## config.mk

```make
export PLATFORM = sky130hd
export DESIGN_NAME = fzcmp_unit
export DESIGN_NICKNAME = d
export VERILOG_FILES = /design/src/rtl/fzcmp_pkg.sv /design/src/rtl/fzcmp_decode.sv /design/src/rtl/fzcmp_regfile.sv /design/src/rtl/fzcmp_classify.sv /design/src/rtl/fzcmp_unit.sv
export SDC_FILE = /design/constraint.sdc
export NUM_CORES = 1
export LEC_CHECK = 0
export BUFFER_PORTS_ARGS = -buffer_cell sky130_fd_sc_hd__buf_4
export CAP_MARGIN = 10
export CORE_UTILIZATION = 60
export CTS_CLUSTER_DIAMETER = 120
export DETAILED_ROUTE_END_ITERATION = 7
export MAX_ROUTING_LAYER = met4
export PLACE_DENSITY = 0.79
export SYNTH_ARGS = -nofsm -noshare
export SYNTH_HDL_FRONTEND = slang
export SYNTH_HIERARCHICAL = 1
export SYNTH_SLANG_ARGS = --single-unit
```

## constraint.sdc

```tcl
create_clock -name clk -period 3.85 [get_ports clk]
set_input_delay 0.5775 -clock clk [delete_from_list [all_inputs] [get_ports clk]]
set_output_delay 0.5775 -clock clk [all_outputs]
set_load 0.01 [all_outputs]
```

## src/rtl/fzcmp_pkg.sv

```systemverilog
package fzcmp_pkg;
  localparam int FP_W  = 32;
  localparam int EXP_W = 8;
  localparam int MAN_W = FP_W - EXP_W - 1;
  localparam int ST_W  = 7;

  // status bit positions
  localparam int ST_OVF   = 0;
  localparam int ST_UNF   = 1;
  localparam int ST_NEG   = 2;
  localparam int ST_ZERO  = 3;
  localparam int ST_INEG  = 4;
  localparam int ST_IZERO = 5;
  localparam int ST_TEST  = 6;

  localparam logic [12:0] CMPZ_TAG = 13'b1110_0101_1010_0;

  typedef enum logic [1:0] {CLS_ZERO = 2'd0, CLS_POS = 2'd1, CLS_NEG = 2'd2} cmp_cls_e;

  // zero exponent -> zero (signed zero, denormal); otherwise the sign decides,
  // which also gives NaN the treatment of a signed infinity
  function automatic cmp_cls_e classify(input logic [FP_W-1:0] w);
    logic [EXP_W-1:0] e;
    e = w[FP_W-2 -: EXP_W];
    if (e == '0)          return CLS_ZERO;
    else if (w[FP_W-1])   return CLS_NEG;
    else                  return CLS_POS;
  endfunction
endpackage

```

## src/rtl/fzcmp_decode.sv

```systemverilog
module fzcmp_decode #(
  parameter int OPC_W = 16,
  parameter int SEL_W = 3,
  parameter logic [OPC_W-SEL_W-1:0] TAG = fzcmp_pkg::CMPZ_TAG
) (
  input  logic             instr_valid,
  input  logic [OPC_W-1:0] instr_word,
  output logic             hit,
  output logic [SEL_W-1:0] sel
);
  assign hit = instr_valid && (instr_word[OPC_W-1:SEL_W] == TAG);
  assign sel = instr_word[SEL_W-1:0];
endmodule

```

## src/rtl/fzcmp_regfile.sv

```systemverilog
module fzcmp_regfile #(
  parameter int NUM_REGS = 8,
  parameter int DATA_W   = 32,
  localparam int SEL_W   = $clog2(NUM_REGS)
) (
  input  logic              clk,
  input  logic              wr_en,
  input  logic [SEL_W-1:0]  wr_addr,
  input  logic [DATA_W-1:0] wr_data,
  input  logic [SEL_W-1:0]  rd_sel,
  output logic [DATA_W-1:0] rd_data
);
  logic [DATA_W-1:0] regs [NUM_REGS];

  for (genvar g = 0; g < NUM_REGS; g++) begin : g_reg
    always_ff @(posedge clk) begin
      if (wr_en && wr_addr == SEL_W'(g)) regs[g] <= wr_data;
    end
  end

  assign rd_data = regs[rd_sel];
endmodule

```

## src/rtl/fzcmp_classify.sv

```systemverilog
module fzcmp_classify
  import fzcmp_pkg::*;
(
  input  logic [FP_W-1:0] operand,
  output cmp_cls_e        cls
);
  assign cls = classify(operand);
endmodule

```

## src/rtl/fzcmp_unit.sv

```systemverilog
module fzcmp_unit
  import fzcmp_pkg::*;
#(
  parameter int NUM_REGS = 8,
  parameter int OPC_W    = 16,
  localparam int SEL_W   = $clog2(NUM_REGS)
) (
  input  logic             clk,
  input  logic             rst,
  input  logic             wr_en,
  input  logic [SEL_W-1:0] wr_addr,
  input  logic [FP_W-1:0]  wr_data,
  input  logic             instr_valid,
  input  logic [OPC_W-1:0] instr_word,
  output logic [ST_W-1:0]  status_q
);
  logic             op_hit;
  logic [SEL_W-1:0] op_sel;
  logic [FP_W-1:0]  src_word;
  cmp_cls_e         src_cls;
  logic [ST_W-1:0]  st_q;

  fzcmp_decode #(.OPC_W(OPC_W), .SEL_W(SEL_W)) u_dec (
    .instr_valid(instr_valid), .instr_word(instr_word),
    .hit(op_hit), .sel(op_sel));

  fzcmp_regfile #(.NUM_REGS(NUM_REGS), .DATA_W(FP_W)) u_rf (
    .clk(clk), .wr_en(wr_en), .wr_addr(wr_addr), .wr_data(wr_data),
    .rd_sel(op_sel), .rd_data(src_word));

  fzcmp_classify u_cls (.operand(src_word), .cls(src_cls));

  always_ff @(posedge clk) begin
    if (rst) begin
      st_q <= '0;
    end else if (op_hit) begin
      st_q[ST_ZERO] <= (src_cls == CLS_ZERO);
      st_q[ST_NEG]  <= (src_cls == CLS_NEG);
    end
  end

  assign status_q = st_q;
endmodule

```

==> metrics.cfg, run 1 <==
[cts]
path_clk_slew_ps=70
cts_resized=0
clock_path_buffers=2
numCtsBuffers=9
cts_tree=yes
post_cts_buffers=0
cts_root_buf=clkbuf_8
htreeDepth=3
cts_sinks=74
clk_latency_ps=330
ctsHoldBuffers=0

[critical_path]
critPathMaxStageDelay_ps=600
cpMaxStageDelayCell=mux4_1
crit_fanout=18
worstSetupStartpointType=input port
reg2reg_slack_ps=1340
cp.required_ps=4110
path_class=input port to flip-flop
end_kind=flip-flop
crit_family=simple AND/OR/NAND/NOR gates
arrival_ps=3020
crit_chain=buf_4 > mux4_1 > mux2_2 > nor4_1 > a21boi_1 > or3b_1 > a21oi_1
path_buf_inv=1

[power]
p_sw_share_pct=19.1
clockPowerShare_pct=37.8
p_int_uw=1330
p_comb_share_pct=6.3
fin_total_pwr_uw=1640
p_switching_uw=313
max-vdd-ir-drop_mv=0.401
power_density_nw_per_um2=469
p_leak_uw=0.00119
seq_power_share_pct=55.8

[floorplanning]
start_util_pct=63.2
core-area_um2=4820
die-width_um=73.2
die_h_um=73.2
io_pins=62
placementRows=25
die_area_um2=5360

[synth]
syn_area_per_cell_um2=20.9
syn_inst=146
yosys_warnings=6
synth.cell_area_um2=3050

[drt]
route.detailed.drc=0
antenna_left=0
drt-pass1-iter-count=4
wl_per_cell_um=20.1
via_per_inst=5.81
drt_iter0_drc=60
drt-total-wl_um=5030
via_count=1452

[placement]
gp_congestion=0.658
port_buffers=33
dp_slack_ps=780
hpwl_um=3220

[grt]
antenna_found_initial=0
grt_max_degree=19
grt_pass1_vias=1490
groute.usage.overall_pct=21.8
grt_remaining_overflow=0
grt_pass1_wl_um=7430

[cells_and_area]
final_nets=233
regArea_um2=2200
drive_above_1_share_pct=35.5
multi_input_area_um2=753
antennaDiodeCount=0
areaGrowthSynthToFinish_pct=14.8
fill_cells=305

[sta]
layout_min_cycle_time_ps=2760
fin_tns_setup_ps=0
rsz0062_at_grt=false
setup_violations=0
setup_slack_ps=1090
timing.fmax_mhz=362
clock_skew_ps=6.98
finalMaxSlewViolations=0
slew-limit-headroom_pct=31.0
tightest_slew_ps=1030
min_period_over_period_pct=71.7
final_hold_viol_count=0

[min_path]
hold_path.class=input port to flip-flop

[job]
maxCapViolCount=0

[run_status]
outcome=finished, final reports clean

[power by group through the flow]
stage / Combinational (uW) / Sequential (uW) / Clock, uW
final: 104 / 915 / 620
after global routing: 112 / 916 / 664
after CTS: 104 / 915 / 626
after detailed placement: 104 / 933 / 0
after global placement: 99.7 / 930 / 0
after floorplan: 67.5 / 930 / 0
[layout by cell type, fill, tap and decap left out]
cell,count
a21boi_1,1
nand2b_1,4
nand4bb_1,1
a21oi_1,3
nand2b_2,1
clkbuf_8,9
clkbuf_1,1
nor3_2,2
buf_4,33
mux4_1,12
or2_0,1
nor2_1,6
clkinv_1,2
dfxtp_1,2
bufinv_16,2
clkinv_2,1
clkinv_4,1
conb_1,5
or3b_1,1
nand2_1,2
mux4_2,6
nor4_2,1
nor4_1,2
nand4b_1,2
nand3b_1,1
mux2_2,9
edfxtp_1,72
[worst register-to-register path: stages (launching register included)]
cell and delay, ps:
edfxtp_1 380, mux4_1 510, mux2_2 280, nor4_1 560
a21boi_1 170, or3b_1 410, a21oi_1 140
[cell type report]
type / count / share of cell area (%)
clock buffer: 10 / 3.65
clock inverter: 6 / 2.33
multi-input combinational: 60 / 21.5
sequential: 74 / 63.0
tap: 67 / 2.40
timing repair buffer: 33 / 7.09
[worst paths after layout]
path / from / endpoint / cells past startpoint
worst max-delay path: instr_word[0] / status_q[3]$_SDFFE_PP0P_ / 7
worst min-delay path: rst / status_q[2]$_SDFFE_PP0P_ / 2
worst max register to register: u_rf/regs[3][24]$_DFFE_PP_ / status_q[3]$_SDFFE_PP0P_ / 6
worst min register to register: status_q[2]$_SDFFE_PP0P_ / status_q[2]$_SDFFE_PP0P_ / 2
[per-layer routing]
metal	routed length (um)	up-vias	GRT usage (%)
met4	73	0	9.59
li1	-	654	-
met1	1880	720	24.1
met2	2740	70	36.3
met3	335	8	6.77
met5	0	-	-
[flip-flops by register name (all words and copies together) (netlist names)]
| signal | flops |
|---|---|
| u_rf/regs | 72 |
| status_q | 2 |
[stage by stage]
step,area (um^2),cells,util (%),hold WS (ps)
floorplan,3060,150,-,484
global placement,3290,234,68.2,452
detailed placement,3290,234,68.2,460
CTS,3500,250,72.6,393
global route,3500,250,72.6,387
finish,3500,250,72.6,408
No activity file was read; power rests on OpenSTA's default activity.
==> inputs of run 2 (changes only) <==
==> constraint.sdc (replaced) <==
create_clock -name clk -period 2.9 [get_ports clk]
set_input_delay 0.435 -clock clk [delete_from_list [all_inputs] [get_ports clk]]
set_output_delay 0.435 -clock clk [all_outputs]
set_load 0.01 [all_outputs]
==> run 2 against run 1 <==
Compared with the run above:
- worst hold slack lost 140 ps
- count of clock-buffer cells in the layout is the same
- sequential share of layout area shrank 0.40 points
- flip-flop and latch count is the same
- highest routed layer unchanged
- design area grew 0.64%
- first-iteration DRC count grew 50%
- non-clock buffer count grew 9
==> metrics.cfg, run 2 (synthesized netlist as in run 1, its figures left out) <==
[floorplanning]
io_pins=62  ; unchanged
die-width_um=73.2  ; unchanged
die_area_um2=5360  ; unchanged
placementRows=25  ; unchanged
start_util_pct=63.2  ; unchanged
core-area_um2=4820  ; unchanged
die_h_um=73.2  ; unchanged

[grt]
antenna_found_initial=0  ; unchanged
grt_remaining_overflow=0  ; unchanged
grt_max_degree=19  ; unchanged
groute.usage.overall_pct=21.6  ; was 21.8%
grt_pass1_vias=1487  ; was 1490
grt_pass1_wl_um=7400  ; was 7430 um

[critical_path]
worstSetupStartpointType=input port  ; unchanged
reg2regPathDepth=7  ; was 6
crit_end=status_q[3]$_SDFFE_PP0P_  ; unchanged
arrival_ps=2790  ; was 3020 ps
cp.required_ps=3160  ; was 4110 ps
path_class=input port to flip-flop  ; unchanged
crit_fanout=18  ; unchanged
r2r-start=u_rf/regs[2][23]$_DFFE_PP_  ; was u_rf/regs[3][24]$_DFFE_PP_
reg2reg_slack_ps=490  ; was 1340 ps
end_kind=flip-flop  ; unchanged
r2r_end=status_q[3]$_SDFFE_PP0P_  ; unchanged
crit_start=instr_word[0]  ; unchanged

[power]
max-vdd-ir-drop_mv=0.462  ; was 0.401 mV
p_switching_uw=398  ; was 313 uW
p_leak_uw=0.00122  ; was 0.00119 uW
p_int_uw=1670  ; was 1330 uW
clockPowerShare_pct=34.4  ; was 37.8%
seq_power_share_pct=58.8  ; was 55.8%
power_density_nw_per_um2=587  ; was 469 nW/um^2
p_comb_share_pct=6.8  ; was 6.3%
p_sw_share_pct=19.3  ; was 19.1%

[drt]
drt-total-wl_um=4970  ; was 5030 um
via_count=1466  ; was 1452
drt_iter0_drc=90  ; was 60
route.detailed.drc=0  ; unchanged
wl_per_cell_um=19.3  ; was 20.1 um
antenna_left=0  ; unchanged
via_per_inst=5.68  ; was 5.81
drt-pass1-iter-count=4  ; unchanged

[cells_and_area]
multi_input_area_um2=743  ; was 753 um^2
fill_cells=292  ; was 305
drive_above_1_share_pct=36.6  ; was 35.5%
finish.instance_area_um2=3520  ; was 3500 um^2
largest_reg_flops=72  ; unchanged
final_cell_mix=72 x edfxtp_1, 42 x buf_4, 12 x mux4_1, 9 x clkbuf_8, 9 x mux2_2  ; was 72 x edfxtp_1, 33 x buf_4, 12 x mux4_1, 9 x clkbuf_8, 9 x mux2_2
areaGrowthSynthToFinish_pct=15.5  ; was 14.8%
final_nets=242  ; was 233
antennaDiodeCount=0  ; unchanged
top_register=u_rf/regs  ; unchanged
regArea_um2=2200  ; unchanged
mostFrequentLayoutCell=edfxtp_1  ; unchanged
finalNonFillerCells=258  ; was 250

[sta]
setup_violations=0  ; unchanged
clock_skew_ps=7.41  ; was 6.98 ps
timing.fmax_mhz=395
fin_tns_setup_ps=0  ; unchanged
final_hold_viol_count=0  ; unchanged
fin_hold_ws_ps=272  ; was 408 ps
rsz0062_at_grt=false  ; unchanged
finalMaxSlewViolations=0  ; unchanged
layout_min_cycle_time_ps=2530
min_period_over_period_pct=87.3

[placement]
dp.cells=243  ; was 234
hpwl_um=3250  ; was 3220 um
placed_cell_area_um2=3340  ; was 3290 um^2
gp_congestion=0.684  ; was 0.658
port_buffers=33  ; unchanged

[cts]
ctsHoldBuffers=0  ; unchanged
path_clk_slew_ps=70  ; about the same
cts_sinks=74  ; unchanged
clock_path_buffers=2  ; unchanged
htreeDepth=3  ; unchanged
clk_latency_ps=330  ; about the same
cts_resized=0  ; unchanged
numCtsBuffers=9  ; unchanged
cts_tree=yes  ; unchanged
post_cts_buffers=0  ; unchanged
cts_root_buf=clkbuf_8  ; unchanged

[min_path]
hold_path.class=input port to flip-flop  ; unchanged
hp-start=rst  ; unchanged

[job]
maxCapViolCount=0  ; unchanged

[run_status]
outcome=finished, final reports clean  ; unchanged

==> run 2: cell count changes in the layout (fill, tap and decap cells not counted) <==
cell       previous run  this run
buf_4                33        42
bufinv_16             2         1
clkinv_1              2         3
clkinv_4              1         0
nor3_1                0         2
nor3_2                2         0
==> run 2: power by group through the flow <==
stage	clock network, uW	logic (uW)	registers, uW
after floorplan	0	89.6	1230
after global placement	0	137	1230
after detailed placement	0	142	1240
after CTS	724	143	1210
after global routing	774	153	1220
final	710	141	1210
==> run 2: cell type report <==
class | instances | share of cell area (%)
clock inverters | 5 | 1.32
multi-input cells | 60 | 21.1
flip-flops and latches | 74 | 62.6
clock buffers | 10 | 3.63
well taps | 67 | 2.38
repair buffers | 42 | 8.96
==> run 2: worst min path at each step <==
stage,end,slack (ps),cells after the start
2_1_floorplan,status_q[2]$_SDFFE_PP0P_,480,2
3_3_place_gp,status_q[2]$_SDFFE_PP0P_,450,2
3_5_place_dp,status_q[2]$_SDFFE_PP0P_,470,2
4_1_cts,status_q[2]$_SDFFE_PP0P_,260,2
5_1_grt,status_q[3]$_SDFFE_PP0P_,250,2
6_report,status_q[2]$_SDFFE_PP0P_,270,2
==> run 2: worst max-delay path, cell delays in order <==
cell and delay, ps:
buf_4 280, mux4_1 600, mux2_2 290, nor4_1 360, buf_4 180, a21boi_1 80
or3b_1 410, a21oi_1 150
==> run 2: routing by layer <==
metal	up-vias	GRT usage, %	share of wire, %
li1	669	-	-
met1	741	24.0	39
met2	51	36.7	55
met3	5	6.63	5.3
met4	0	7.84	0.82
met5	-	-	0
==> run 2: metrics by stage <==
step                setup slack (ps)  total power [uW]  utilization (%)
floorplan                        357              1320                -
global placement                89.4              1370             69.4
detailed placement              32.0              1380             69.4
CTS                              368              2080             73.0
global route                     301              2140             73.0
finish                           369              2070             73.0
==> inputs of run 3 (changes only) <==
--- a/config.mk
+++ b/config.mk
@@ -7,11 +7,13 @@
 export LEC_CHECK = 0
 export BUFFER_PORTS_ARGS = -buffer_cell sky130_fd_sc_hd__buf_4
 export CAP_MARGIN = 10
-export CORE_UTILIZATION = 60
+export CELL_PAD_IN_SITES_DETAIL_PLACEMENT = 0
+export CELL_PAD_IN_SITES_GLOBAL_PLACEMENT = 1
+export CORE_UTILIZATION = 57
 export CTS_CLUSTER_DIAMETER = 120
 export DETAILED_ROUTE_END_ITERATION = 7
 export MAX_ROUTING_LAYER = met4
-export PLACE_DENSITY = 0.79
+export PLACE_DENSITY_LB_ADDON = 0.1
 export SYNTH_ARGS = -nofsm -noshare
 export SYNTH_HDL_FRONTEND = slang
 export SYNTH_HIERARCHICAL = 1
==> run 3 against run 2 <==
Compared with the run above:
- fmax up 0.43%
- combinational power about the same
- clock power up 8.2%
- worst hold slack worse by 26 ps
- sequential power about the same
- core utilization down 4.3 points
- cell count up 1.2%
==> metrics.cfg, run 3 (synthesized netlist as in run 1, its figures left out) <==
[cells_and_area]
final_cell_mix=72 x edfxtp_1, 41 x buf_4, 12 x mux4_1, 9 x clkbuf_8, 9 x mux2_2  ; was 72 x edfxtp_1, 42 x buf_4, 12 x mux4_1, 9 x clkbuf_8, 9 x mux2_2
antennaDiodeCount=0  ; unchanged
largest_reg_flops=72  ; unchanged
final_nets=241  ; was 242
areaGrowthSynthToFinish_pct=16.1  ; was 15.5%
top_register=u_rf/regs  ; unchanged
finalNonFillerCells=261  ; was 258
post-route-util_pct=68.8  ; was 73.0%
drive_above_1_share_pct=38.7  ; was 36.6%
mostFrequentLayoutCell=edfxtp_1  ; unchanged

[placement]
port_buffers=33  ; unchanged
dp.cells=245  ; was 243
hpwl_um=3360  ; was 3250 um
gp_congestion=0.691  ; was 0.684

[drt]
drt_iter0_drc=74  ; was 90
wl_per_cell_um=20.1  ; was 19.3 um
drt-total-wl_um=5240  ; was 4970 um
via_count=1529  ; was 1466
via_per_inst=5.86  ; was 5.68
drt-pass1-iter-count=6  ; was 4
antenna_left=0  ; unchanged
route.detailed.drc=0  ; unchanged

[power]
power_density_nw_per_um2=601  ; was 587 nW/um^2
fin_total_pwr_uw=2120  ; was 2070 uW
p_leak_uw=0.00123  ; was 0.00122 uW
max-vdd-ir-drop_mv=0.403  ; was 0.462 mV

[grt]
antenna_found_initial=0  ; unchanged
grt_max_degree=19  ; unchanged
groute.usage.overall_pct=21.9  ; was 21.6%
grt_remaining_overflow=0  ; unchanged
grt_pass1_wl_um=7670  ; was 7400 um
grt_pass1_vias=1537  ; was 1487

[min_path]
min_path_cells=2  ; unchanged
hold_path.class=input port to flip-flop  ; unchanged

[sta]
min_period_over_period_pct=86.9  ; was 87.3%
timing.fmax_mhz=397  ; was 395 MHz
layout_min_cycle_time_ps=2520  ; was 2530 ps
final_hold_viol_count=0  ; unchanged
fin_hold_ws_ps=246  ; was 272 ps
finalMaxSlewViolations=0  ; unchanged
rsz0062_at_grt=false  ; unchanged
fin_tns_setup_ps=0  ; unchanged
setup_violations=0  ; unchanged
clock_skew_ps=11.9  ; was 7.41 ps

[cts]
htreeDepth=3  ; unchanged
numCtsBuffers=9  ; unchanged
cts_tree=yes  ; unchanged
path_clk_slew_ps=80  ; was 70 ps
clk_latency_ps=340  ; was 330 ps
cts_sinks=74  ; unchanged
ctsHoldBuffers=0  ; unchanged
cts_resized=0  ; unchanged
cts_root_buf=clkbuf_8  ; unchanged
post_cts_buffers=0  ; unchanged
clock_path_buffers=2  ; unchanged

[critical_path]
worstSetupStartpointType=input port  ; unchanged
cp.required_ps=3180  ; was 3160 ps
end_kind=flip-flop  ; unchanged
crit_fanout=18  ; unchanged
path_class=input port to flip-flop  ; unchanged
arrival_ps=2800  ; was 2790 ps
reg2regPathDepth=6  ; was 7
reg2reg_slack_ps=490  ; about the same

[floorplanning]
die_area_um2=5640  ; was 5360 um^2
die-width_um=75.1  ; was 73.2 um
core-area_um2=5140  ; was 4820 um^2
die_h_um=75.1  ; was 73.2 um
start_util_pct=59.3  ; was 63.2%
placementRows=26  ; was 25
io_pins=62  ; unchanged

[job]
maxCapViolCount=0  ; unchanged

[run_status]
outcome=finished, final reports clean  ; unchanged

## run 3: cell types whose count changed in the layout (fill, tap and decap cells not counted), sizes merged
| cell | delta |
|---|---|
| clkbuf | -1 |
| clkinvlp | +1 |
| buf | -1 |
| clkinv | +1 |
## run 3: power breakdown
part / internal, uW / switching [uW]
Clock: 395 / 373
Sequential: 1210 / 6.81
Combinational: 76.8 / 66.1
## run 3: metal layers
layer  wire length (um)  vias to the layer above  track usage (%)
met5                  0                        -                -
met4                102                        0             10.9
met3                285                        8             6.43
met2               2720                       58             35.8
met1               2130                      795             24.7
li1                   -                      668                -
## run 3: cell type report
cell class	instances	area [um^2]
flip-flops and latches	74	2200
fillers	368	1610
multi-input cells	60	743
repair buffers	41	308
clock buffers	9	124
well taps	70	87.6
clock inverters	7	70.1
## run 3: path summary, 6_finish.rpt
kind | startpoint | end
setup / recovery | instr_word[0] | status_q[3]$_SDFFE_PP0P_
hold / removal | rst | status_q[3]$_SDFFE_PP0P_
setup reg to reg | u_rf/regs[1][29]$_DFFE_PP_ | status_q[3]$_SDFFE_PP0P_
hold reg to reg | status_q[3]$_SDFFE_PP0P_ | status_q[3]$_SDFFE_PP0P_
## run 3: worst max-delay path, cell delays in order
cell and delay (ps):
buf_4 290, mux4_1 610, mux2_2 280, nor4_1 460, a21boi_1 170, or3b_1 410, a21oi_1 140
## run 3: stage by stage
stage | instance area, um^2 | setup WS (ps)
floorplan | 3060 | 357
global route | 3530 | 252
finish | 3530 | 380
global placement | 3340 | 151
detailed placement | 3340 | 64.3
CTS | 3530 | 429
